`src/rtl/tx_start_thresh_ctl.sv`:
```
module tx_start_thresh_ctl #(
  parameter int CNT_W      = 12,
  parameter int BASE_BYTES = 128
) (
  input  logic             clk,
  input  logic             rst_n,
  input  logic [CNT_W-1:0] fifo_level,
  input  logic             frame_whole,
  input  logic             mac_underflow,
  input  logic             tx_done,
  input  logic             sw_run,
  input  logic             cfg_we,
  input  logic [1:0]       cfg_code,
  input  logic             cfg_sf,
  input  logic             sts_clr_we,
  input  logic [2:0]       sts_clr,
  output logic             tx_start,
  output logic             tx_active,
  output logic [1:0]       thr_code,
  output logic             store_fwd,
  output logic [2:0]       status,
  output logic             sum_abnormal,
  output logic             sum_normal,
  output logic             irq
);
  typedef enum logic [1:0] {S_IDLE, S_RUN, S_HALT, S_RESTART} st_t;

  st_t            st;
  logic           uf_q, armed;
  logic [CNT_W-1:0] thr_bytes;
  logic [2:0]     clr;

  wire uf_edge = mac_underflow & ~uf_q;

  assign thr_bytes = CNT_W'(BASE_BYTES) << thr_code;
  assign tx_active = (st == S_RUN);
  assign tx_start  = tx_active & armed &
                     (frame_whole | (~store_fwd & (fifo_level >= thr_bytes)));
  assign clr       = sts_clr_we ? sts_clr : 3'b000;

  assign sum_abnormal = status[0] | status[1];
  assign sum_normal   = status[2];
  assign irq          = sum_abnormal | sum_normal;

  always_ff @(posedge clk) begin
    if (!rst_n) begin
      st        <= S_IDLE;
      uf_q      <= 1'b0;
      armed     <= 1'b0;
      thr_code  <= 2'd0;
      store_fwd <= 1'b0;
      status    <= 3'b000;
    end else begin
      uf_q <= mac_underflow;

      if (tx_done)  armed <= 1'b1;
      if (tx_start) armed <= 1'b0;

      case (st)
        S_IDLE: begin
          if (cfg_we) begin
            thr_code  <= cfg_code;
            store_fwd <= cfg_sf;
          end
          if (sw_run) begin
            st    <= S_RUN;
            armed <= 1'b1;
          end
        end
        S_RUN: begin
          if (uf_edge)      st <= S_HALT;
          else if (!sw_run) st <= S_IDLE;
        end
        S_HALT: begin
          st <= S_RESTART;
          if (!store_fwd) begin
            if (thr_code == 2'd3) store_fwd <= 1'b1;
            else                  thr_code  <= thr_code + 2'd1;
          end
        end
        default: begin
          if (sw_run) begin
            st    <= S_RUN;
            armed <= 1'b1;
          end else begin
            st <= S_IDLE;
          end
        end
      endcase

      status[0] <= (status[0] & ~clr[0]) | uf_edge;
      status[1] <= (status[1] & ~clr[1]) | uf_edge;
      status[2] <= (status[2] & ~clr[2]) | tx_done;
    end
  end
endmodule


```
`config.mk`:
```
export PLATFORM = sky130hd
export DESIGN_NAME = tx_start_thresh_ctl
export DESIGN_NICKNAME = d
export VERILOG_FILES = /design/src/rtl/tx_start_thresh_ctl.sv
export SDC_FILE = /design/constraint.sdc
export NUM_CORES = 1
export LEC_CHECK = 0
export ABC_CLOCK_PERIOD_IN_PS = 1650
export BUFFER_PORTS_ARGS = -buffer_cell sky130_fd_sc_hd__buf_2
export CELL_PAD_IN_SITES_DETAIL_PLACEMENT = 1
export CELL_PAD_IN_SITES_GLOBAL_PLACEMENT = 2
export CORE_MARGIN = 1.5
export CORE_UTILIZATION = 23
export CTS_CLUSTER_DIAMETER = 60
export DETAILED_ROUTE_END_ITERATION = 8
export GPL_ROUTABILITY_DRIVEN = 0
export MAX_ROUTING_LAYER = met4
export PLACE_DENSITY = 0.86
export RECOVER_POWER = 100
export SYNTH_ARGS = -nofsm -noshare
export SYNTH_HDL_FRONTEND = slang
export SYNTH_SLANG_ARGS = --single-unit
```
`constraint.sdc`:
```
create_clock -name clk -period 1.65 [get_ports clk]
set_input_delay 0.2475 -clock clk [delete_from_list [all_inputs] [get_ports clk]]
set_output_delay 0.2475 -clock clk [all_outputs]
set_load 0.005 [all_outputs]
```
==> summary.md, run 1 <==
| Metric | Value |
|---|---|
| Status | `finished with violations` |
| Failing checks | `setup timing` |
| Relative slew slack | `roughly 80%` |
| Ys async rst share | `0%` |
| CTS H-tree depth | `1` |
| Residual DRC count | `0` |
| Worst endpoint required time | `roughly 1400 ps` |
| Uppermost layer routed | `met4` |
| Hpwl dp | `1526 um` |
| Max Buffers Root-to-Sink | `2` |
| Min-Delay Path Class | `input pin to flip-flop` |
| Antenna cell count | `0` |
| First-pass GRT wire length | `3243 um` |
| Non-Filler Instances | `about 150` |
| EDFF count, synth | `0` |
| PnR worst setup slack | `-283.3 ps` |
| Drt pass-1 iters | `2` |
| Layout Utilization | `37.92%` |
| Total track usage | `between 10% and 20%` |
| Internal Pwr Total | `609.8 uW` |
| Vias in the first global route | `723` |
| Chip height | `57.30 um` |
| Worst-path maximum fanout | `4` |
| Tmin final | `roughly 1900 ps` |
| Final Setup Violations | `1` |
| Root Driver | `clkbuf_4` |
| Yosys warnings | `0` |
| Top post-synthesis cells by area | `dfxtp_1 (30%), ha_1 (22%), inv_1 (6.1%)` |
| Clk_lat worst skew | `280 ps` |
| Clock transition at path regs | `70 ps` |
| FMAX | `about 520 MHz` |
| Placed insts | `146` |
| Synth area leader | `dfxtp_1` |
| Final instance area | `1055 um2` |
| Placed Instance Area | `a little over 900 um2` |
| DRT iter0 DRCs | `2` |
| Clock power frac | `18.3%` |
| I/O Buffers | `29` |
| Routed WL | `2026 um` |
| Sw Share | `37.55%` |
| PD cells | `925.7 nW/um2` |
| Post-route ant nets | `0` |
| Avg Inst Size Synth | `8.477 um2` |
| Worst clock skew | `3.885 ps` |
| Synthesized Nets | `118` |
| Die area | `3283 um2` |
| Final #Nets | `162` |
| CORE AREA | `2781 um2` |
| Row cnt | `19` |
| Fin crit share | `117.2%` |
| RSZ-0062 raised after global routing | `yes` |
| CP startpoint kind | `flip-flop` |
| CP Capture Type | `output port` |
| CTS tree | `yes` |
| Total CTS buffers | `3` |
| Hold buffers post-CTS | `0` |
| Pin count of the biggest net entering global routing | `9` |
| Sequential Power Share | `33.7%` |
| Slew @ Worst Pin | `301.0 ps` |
| Lkg Pwr | `0.4764 nW` |
| Psw | `366.6 uW` |
| Area delta synth->final | `55.53%` |
| Seq cells post-synth | `10` |
| Metal3 WL | `around 60 um` |
| Post-synthesis cell type count | `26` |
| Die width | `57.30 um` |
| Most used DFF post-synth | `dfxtp_1` |
| WL met1 | `906 um` |
| WL per Instance | `13.24 um` |
| Initial antenna violation count | `0` |
| Most frequent cell after synthesis | `ha_1` |
| VDD IR max | `0.0004412 V` |
| Hold violation total from the final report | `0` |
| # IOs | `37` |
| Synth top cells by count | `ha_1 (12), inv_1 (11), dfxtp_1 (10)` |
| Sinks on Clock Net | `10` |
| Top-area cell type share of the netlist area | `29.52%` |
| Arr. time, crit path | `between 1500 and 2000 ps` |
| Register area share after synthesis | `just under 30%` |
| Syn Inst Count | `80` |
| Initial Utilization | `24.38%` |
| Maxcap violations | `0` |
| Post-Synthesis Cell Area | `678.2 um2` |
| Logic gate share of total power | `48.0%` |
| Share of cells above drive strength 1 | `approximately 50%` |
| Vias per Instance | `4.654` |
| GR Overflow Total | `0` |
| Slew Viols, Final | `0` |
| Via count | `a little over 700` |
| Worst setup path class | `flip-flop to output port` |
| DR WL met2 | `1023 um` |
## critical path, stage by stage, from the launching register on
cell and delay [ps]:
dfxtp_4 380, inv_4 50, ha_4 150, inv_4 50, ha_4 180, o211ai_1 170
a21oi_1 90, a31o_2 220, buf_2 120
## timing repair
action	4_1_cts	5_1_grt
buffers inserted	4	0
gates cloned	0	0
pin swaps	6	7
resized for setup	15	9
endpoints found under the setup margin	1	1
## logic make-up (layout without fill, tap and decap cells)
kind of cell,Yosys count,in the layout,share of synthesized area (%)
adder cells (fa/ha/maj),12,12,22.14
AO/OA/AOI/OAI,23,23,22.70
buffers and inverters,12,54,7.196
multiplexers,2,2,2.952
AND/OR/NAND/NOR,21,21,15.50
flip-flops,10,10,29.52
## per-layer routing
| metal | vias to the layer above | track usage, % |
|---|---|---|
| met3 | 4 | 1.361 |
| met1 | 335 | 15.90 |
| met5 | - | - |
| met4 | 0 | 6.977 |
| li1 | 359 | - |
| met2 | 14 | 21.84 |
## power groups by stage
| stage | clock [mW] | combinational, mW | sequential [mW] |
|---|---|---|---|
| after detailed placement | 0 | 0.372 | 0.323 |
| after global routing | 0.187 | 0.529 | 0.334 |
| after floorplan | 0 | 0.211 | 0.319 |
| after CTS | 0.184 | 0.452 | 0.322 |
| final | 0.179 | 0.469 | 0.329 |
| after global placement | 0 | 0.354 | 0.318 |
## area by class of cell
type / instances / area (um2)
clock buffers: 3 / 22.52
fillers: 347 / 1727
inverters: 11 / 48.80
multi-input cells: 58 / 510.5
flip-flops and latches: 10 / 205.2
well taps: 31 / 38.79
repair buffers: 40 / 229.0
## through the flow
| step | total power, mW | TNS, ps | setup slack, ps | hold slack, ps |
|---|---|---|---|---|
| after detailed placement | 0.6953 | -100.1 | -100.1 | 466.4 |
| after floorplan | 0.5299 | 0 | 51.22 | 364.9 |
| after CTS | 0.9583 | -323.1 | -323.1 | 182.9 |
| after global placement | 0.6716 | -69.47 | -69.47 | 462.0 |
| final | 0.9764 | -283.3 | -283.3 | 190.7 |
| after global routing | 1.050 | -373.4 | -367.7 | 222.5 |
## sequential cells by signal (all words and copies together), names as in the netlist
| name | cells |
|---|---|
| uf_q | 1 |
| store_fwd | 1 |
| armed | 1 |
| status | 3 |
| thr_code | 2 |
| st | 2 |
## layout by cell type, fill, tap and decap left out, drive strengths merged
master  netlist  routed
a211oi        1       1
a21oi         9       9
a311oi        3       3
a31o          1       1
a31oi         2       2
and2          1       1
buf           1      38
clkbuf        0       5
dfxtp        10      10
ha           12      12
inv          11      11
mux2i         2       2
nand2         6       6
nand2b        1       1
nand3b        1       1
nand4b        1       1
nor2          7       7
nor2b         1       1
o211ai        1       1
o21a          1       1
o21ai         4       4
o21bai        1       1
or2           2       2
or3           1       1
## path summary, 6_finish.rpt
path              slack, ps     endpoint           from  depth (start not counted)
setup / recovery       -280     tx_start    thr_code[1]                          8
hold / removal          190         uf_q  mac_underflow                          2
setup reg to reg        110  thr_code[1]          st[1]                          5
hold reg to reg         540    status[1]      status[1]                          2
No activity file was read; power rests on OpenSTA's default activity.
==> run 2: changes to the inputs <==
--- a/config.mk
+++ b/config.mk
@@ -5,7 +5,7 @@
 export SDC_FILE = /design/constraint.sdc
 export NUM_CORES = 1
 export LEC_CHECK = 0
-export ABC_CLOCK_PERIOD_IN_PS = 1650
+export ABC_CLOCK_PERIOD_IN_PS = 2200
 export BUFFER_PORTS_ARGS = -buffer_cell sky130_fd_sc_hd__buf_2
 export CELL_PAD_IN_SITES_DETAIL_PLACEMENT = 1
 export CELL_PAD_IN_SITES_GLOBAL_PLACEMENT = 2
@@ -17,6 +17,7 @@
 export MAX_ROUTING_LAYER = met4
 export PLACE_DENSITY = 0.86
 export RECOVER_POWER = 100
+export SKIP_LAST_GASP = 1
 export SYNTH_ARGS = -nofsm -noshare
 export SYNTH_HDL_FRONTEND = slang
 export SYNTH_SLANG_ARGS = --single-unit
==> constraint.sdc (replaced) <==
create_clock -name clk -period 2.2 [get_ports clk]
set_input_delay 0.33 -clock clk [delete_from_list [all_inputs] [get_ports clk]]
set_output_delay 0.33 -clock clk [all_outputs]
set_load 0.005 [all_outputs]
==> run 2 against run 1 <==
  * Largest cell class unchanged
  * Largest power group is now sequential cells
  * Sequential share of layout area rose by 3.6 points
  * Count of clock-buffer cells in the layout stayed put
  * Global-route usage is 1.9 points lower
  * Wire length is 15% lower
  * Register-to-register slack improved by 380 ps
  * Hold slack better by 91 ps
  * Worst setup slack improved by 420 ps
  * Core utilization down 5.6 points
  * Critical endpoint unchanged
  * Non-clock buffer count down 9
  * The flow now finishes without violations
  * Power down 37%
  * Via count fell by 4.6%
==> summary.md, run 2 (same netlist as run 1, synthesis figures left out) <==
| Metric | Value |
|---|---|
| Min-Delay Path Class | `input pin to flip-flop` |
| Non-Filler Instances | `144 (-5.9%)` |
| WHS Endpoint | `uf_q` |
| CTS H-tree depth | `1 (unchanged)` |
| Die width | `57.30 um (unchanged)` |
| Layout Utilization | `32.34% (-5.6 points)` |
| Tot Pwr | `617.7 uW (-37%)` |
| Via count | `679 (-4.6%)` |
| CORE AREA | `2781 um2 (unchanged)` |
| CTS tree | `yes` |
| Hpwl dp | `1399 um (-8.3%)` |
| Hold Crit Start | `mac_underflow` |
| DRT iter0 DRCs | `10 (+8)` |
| Initial Utilization | `24.38% (unchanged)` |
| Slowest CP cell | `dfxtp_4` |
| Antenna cell count | `0 (unchanged)` |
| Row cnt | `19 (unchanged)` |
| WL per Instance | `11.92 um (-10%)` |
| Vias per Instance | `4.715 (+1.3%)` |
| First-pass GRT wire length | `2877 um (-11%)` |
| Maxcap violations | `0 (unchanged)` |
| Largest Register | `status` |
| Flop2flop setup slack | `490 ps (+380 ps)` |
| Final #Nets | `153 (-5.6%)` |
| Setup TNS Final | `0 ps (+283.3 ps)` |
| Total track usage | `11.35% (-1.9 points)` |
| CP startpoint kind | `flip-flop` |
| Residual DRC count | `0 (unchanged)` |
| Worst clock skew | `0.8622 ps (-3.023 ps)` |
| Die area | `3283 um2 (unchanged)` |
| Worst hold slack | `282.1 ps (+91.48 ps)` |
| VDD IR max | `0.0003240 V (-27%)` |
| Tmin final | `approximately 2100 ps` |
| Placed Instance Area | `854.6 um2 (-5.8%)` |
| Pin count of the biggest net entering global routing | `9 (unchanged)` |
| Chip height | `57.30 um (unchanged)` |
| Total CTS buffers | `3 (unchanged)` |
| PD cells | `686.6 nW/um2 (-26%)` |
| Initial antenna violation count | `0 (unchanged)` |
| I/O Buffers | `29 (unchanged)` |
| Slew @ Worst Pin | `445.9 ps (+144.9 ps)` |
| Worst setup path class | `flip-flop to output port` |
| Hold violation total from the final report | `0 (unchanged)` |
| CP Capture Type | `output port` |
| Worst endpoint required time | `1870 ps (+470 ps)` |
| Root Driver | `clkbuf_4` |
| Lkg Pwr | `0.4358 nW (-8.5%)` |
| R2R Path End | `thr_code[0]` |
| Status | `finished clean` |
| PnR worst setup slack | `133.2 ps (+416.5 ps)` |
| Worst-path maximum fanout | `4 (unchanged)` |
| Hold buffers post-CTS | `0 (unchanged)` |
| Most common cell on crit path | `ha_1` |
| Clock transition at path regs | `70 ps (about the same)` |
| FMAX | `483.8 MHz` |
| Commonest non-fill, non-tap cell in the layout | `buf_2` |
| # IOs | `37 (unchanged)` |
| Post-route ant nets | `0 (unchanged)` |
| Arr. time, crit path | `1740 ps (+50 ps)` |
| Slew Viols, Final | `0 (unchanged)` |
| Final Setup Violations | `0 (-1)` |
| Top delay family on crit path | `adder cells` |
| Clk_lat worst skew | `270 ps (about the same)` |
| Drt pass-1 iters | `4 (+2)` |
| Max reg flops | `3 (unchanged)` |
| Share of cells above drive strength 1 | `36.28% (-15 points)` |
| Commonest non-fill, non-tap cells in the layout | `buf_2 (28), ha_1 (11), inv_1 (9), a21oi_1 (9), dfxtp_1 (8)` |
| Worst Hold Path Cells | `2 (unchanged)` |
| Critical path, cell by cell | `buf_4 > ha_1 > inv_1 > ha_1 > nand4b_1 > a21oi_1 > a31o_2 > buf_2` |
| Fin crit share | `93.95%` |
| Biggest regs | `status x3, st x2, thr_code x2` |
| Setup WS pre-CTS | `278.0 ps (+378.1 ps)` |
| R2R depth | `6 (+1)` |
| Placed insts | `139 (-4.8%)` |
| Sinks on Clock Net | `10 (unchanged)` |
| Vias in the first global route | `674 (-6.8%)` |
| CP Buf/Inv Count | `3 (unchanged)` |
| Slowest stage delay, CP | `360 ps (-20 ps)` |
| GR Overflow Total | `0 (unchanged)` |
| Area delta synth->final | `32.66%` |
| Final instance area | `899.6 um2 (-15%)` |
| Routed WL | `1716 um (-15%)` |
| RSZ-0062 raised after global routing | `no` |
| Worst r2r src | `st[0]` |
| Max Buffers Root-to-Sink | `2 (unchanged)` |
| Relative slew slack | `70.27% (-9.6 points)` |
run 2: changes by cell type in the layout (fill, tap and decap cells not counted), sizes merged:
cell    before  now
buf         38   30
clkbuf       5    4
run 2: timing repair:
item,CTS,global route
gates resized for setup,1,8
buffers inserted,0,2
setup endpoints to repair,1,1
pin swaps,0,2
run 2: worst register-to-register path, delay by kind of cell (launching register included):
kind / cells / cell delay, ps
AO/OA/AOI/OAI: 3 / 750
adder cells (fa/ha/maj): 1 / 290
buffers and inverters: 1 / 100
flip-flops: 1 / 360
AND/OR/NAND/NOR: 1 / 100
run 2: worst max path at each step:
stage / startpoint / endpoint / slack, ps / cells after the start
2_1_floorplan: thr_code[0] / tx_start / 520 / 7
3_3_place_gp: thr_code[0] / tx_start / 300 / 8
3_5_place_dp: thr_code[0] / tx_start / 280 / 8
4_1_cts: thr_code[1] / tx_start / 50 / 8
5_1_grt: thr_code[0] / tx_start / 8 / 8
6_report: thr_code[1] / tx_start / 130 / 8
run 2: area by class of cell:
class / count / area [um2]
multi-input cells: 58 / 427.9
flip-flops and latches: 10 / 207.7
clock buffers: 3 / 22.52
inverters: 11 / 43.79
repair buffers: 31 / 158.9
well taps: 31 / 38.79
fillers: 355 / 1882
run 2: metal layers:
layer  global-route usage, %  vias to the layer above  share of wire (%)
li1                        -                      345                  -
met1                   14.05                      314                 47
met2                   18.56                       15                 48
met3                   2.041                        5                3.5
met4                   3.987                        0                1.4
met5                       -                        -                  0
run 2: report_power, final:
part / internal, mW / total [mW] / leakage (nW) / switching (mW)
registers: 0.213 / 0.246 / 0.0844 / 0.0328
clock network: 0.0633 / 0.128 / 0.0138 / 0.0652
logic: 0.121 / 0.244 / 0.338 / 0.123
==> run 3: changes to the inputs <==
--- a/config.mk
+++ b/config.mk
@@ -14,7 +14,6 @@
 export CTS_CLUSTER_DIAMETER = 60
 export DETAILED_ROUTE_END_ITERATION = 8
 export GPL_ROUTABILITY_DRIVEN = 0
-export MAX_ROUTING_LAYER = met4
 export PLACE_DENSITY = 0.86
 export RECOVER_POWER = 100
 export SKIP_LAST_GASP = 1
==> run 3 against run 2 <==
  * Critical path depth unchanged
  * Combinational power about the same
  * Cell count unchanged
  * Worst setup slack hardly changed
  * Critical path type unchanged
  * Sequential power is essentially flat
  * Clock power is essentially flat
  * Largest cell class unchanged
  * Critical endpoint unchanged
==> summary.md, run 3 (same netlist as run 1, synthesis figures left out) <==
| Metric | Value |
|---|---|
| Residual DRC count | `0 (unchanged)` |
| GR Overflow Total | `0 (unchanged)` |
| Area of the multi-input gates | `427.9 um2 (unchanged)` |
| Commonest non-fill, non-tap cell in the layout | `buf_2` |
| Tmin final | `2067 ps (+0.1930 ps)` |
| Vias in the first global route | `675 (+0.15%)` |
| CTS tree | `yes` |
| Setup TNS Final | `0 ps (unchanged)` |
| Max Buffers Root-to-Sink | `2 (unchanged)` |
| Total track usage | `10.97% (-0.38 points)` |
| Worst endpoint required time | `1870 ps (about the same)` |
| PD cells | `686.8 nW/um2 (about the same)` |
| Sinks on Clock Net | `10 (unchanged)` |
| Final instance area | `899.6 um2 (unchanged)` |
| Antenna cell count | `0 (unchanged)` |
| CP startpoint kind | `flip-flop` |
| Most common cell on crit path | `ha_1` |
| Largest Register | `status` |
| Maxcap violations | `0 (unchanged)` |
| WL per Instance | `11.90 um (-0.17%)` |
| Post-route ant nets | `0 (unchanged)` |
| Initial Utilization | `24.38% (unchanged)` |
| Worst-path maximum fanout | `4 (unchanged)` |
| Slowest stage delay, CP | `360 ps (about the same)` |
| Status | `finished clean` |
| Clk_lat worst skew | `270 ps (about the same)` |
| FF/Latch Area | `207.7 um2 (unchanged)` |
| FMAX | `483.8 MHz (about the same)` |
| CP Capture Type | `output port` |
| Area delta synth->final | `32.66% (unchanged)` |
| DRT iter0 DRCs | `10 (unchanged)` |
| Layout fillers | `355 (unchanged)` |
| Worst setup path class | `flip-flop to output port` |
| Vias per Instance | `4.715 (unchanged)` |
| Flop2flop setup slack | `500 ps (about the same)` |
| Die width | `57.30 um (unchanged)` |
| Final Setup Violations | `0 (unchanged)` |
| Min-Delay Path Class | `input pin to flip-flop` |
| Total CTS buffers | `3 (unchanged)` |
| Arr. time, crit path | `1740 ps (about the same)` |
| Placed Instance Area | `854.6 um2 (unchanged)` |
| Slowest CP cell | `dfxtp_4` |
| First-pass GRT wire length | `2863 um (-0.49%)` |
| CORE AREA | `2781 um2 (unchanged)` |
| CTS H-tree depth | `1 (unchanged)` |
| Row cnt | `19 (unchanged)` |
| Slew Viols, Final | `0 (unchanged)` |
| Clock transition at path regs | `70 ps (about the same)` |
| Root Driver | `clkbuf_4` |
| Hold violation total from the final report | `0 (unchanged)` |
| Final #Nets | `153 (unchanged)` |
| Hpwl dp | `1399 um (unchanged)` |
| Slew @ Worst Pin | `445.9 ps (unchanged)` |
| I/O Buffers | `29 (unchanged)` |
| Biggest regs | `status x3, st x2, thr_code x2` |
| # IOs | `37 (unchanged)` |
| Critical path, cell by cell | `buf_4 > ha_1 > inv_1 > ha_1 > nand4b_1 > a21oi_1 > a31o_2 > buf_2` |
| Relative slew slack | `70.27% (unchanged)` |
| Routed WL | `1713 um (-0.17%)` |
| Chip height | `57.30 um (unchanged)` |
| Worst clock skew | `0.9238 ps (+0.06167 ps)` |
| Share of cells above drive strength 1 | `36.28% (unchanged)` |
| Via count | `679 (unchanged)` |
| Die area | `3283 um2 (unchanged)` |
| Fin crit share | `93.96% (about the same)` |
| Hold buffers post-CTS | `0 (unchanged)` |
| Drt pass-1 iters | `4 (unchanged)` |
| Initial antenna violation count | `0 (unchanged)` |
| VDD IR max | `0.0003233 V (-0.21%)` |
| Pin count of the biggest net entering global routing | `9 (unchanged)` |
| Commonest non-fill, non-tap cells in the layout | `buf_2 (28), ha_1 (11), inv_1 (9), a21oi_1 (9), dfxtp_1 (8)` |
| RSZ-0062 raised after global routing | `no` |
| Lkg Pwr | `0.4358 nW (unchanged)` |
| Max reg flops | `3 (unchanged)` |
-- run 3: cell counts in the layout (fill, tap and decap cells not counted) --
Identical to the previous run, type by type.
-- run 3: per-layer routing --
layer  track usage (%)  vias to the layer above  share of wire (%)
met4             3.987                        0                1.4
met2             18.56                       15                 48
li1                  -                      345                  -
met1             13.91                      314                 47
met5                 0                        -                  0
met3             2.041                        5                3.5
-- run 3: metrics by stage --
stage	hold slack (ps)	utilization, %	power [mW]	setup slack [ps]	cells
after CTS	274.9	31.58	0.6147	51.01	142
after detailed placement	534.1	30.72	0.4844	278.0	139
after floorplan	447.4	-	0.3974	518.7	80
final	281.9	32.34	0.6178	133.0	144
after global placement	504.8	30.72	0.4729	298.3	139
after global routing	314.1	32.34	0.6768	7.881	144
-- run 3: critical path: cells and delay by family (launching register included) --
family | cells | cell delay, ps
AO/OA/AOI/OAI | 2 | 270
AND/OR/NAND/NOR | 1 | 90
buffers and inverters | 3 | 340
flip-flops | 1 | 360
adder cells (fa/ha/maj) | 2 | 410
-- run 3: timing repair --
item,4_1_cts,5_1_grt
setup buffers,0,2
pin swaps,0,2
setup endpoints to repair,1,1
gates resized for setup,1,8
endpoints found under the hold margin,0,0
-- run 3: path summary, 6_finish.rpt --
| check | start | endpoint | depth (start not counted) |
|---|---|---|---|
| setup / recovery | thr_code[1] | tx_start | 8 |
| hold / removal | mac_underflow | uf_q | 2 |
| setup reg to reg | st[0] | thr_code[0] | 6 |
| hold reg to reg | status[1] | status[1] | 2 |
-- run 3: cell type report --
type,count,share of cell area [%]
clock buffer,3,2.503
tap,31,4.312
sequential,10,23.09
timing repair buffer,31,17.66
inverter,11,4.868
multi-input combinational,58,47.57
-- run 3: report_power, final --
group / internal [mW] / switching, mW
logic: 0.121 / 0.123
registers: 0.213 / 0.0327
clock network: 0.0633 / 0.0653
total: 0.397 / 0.221
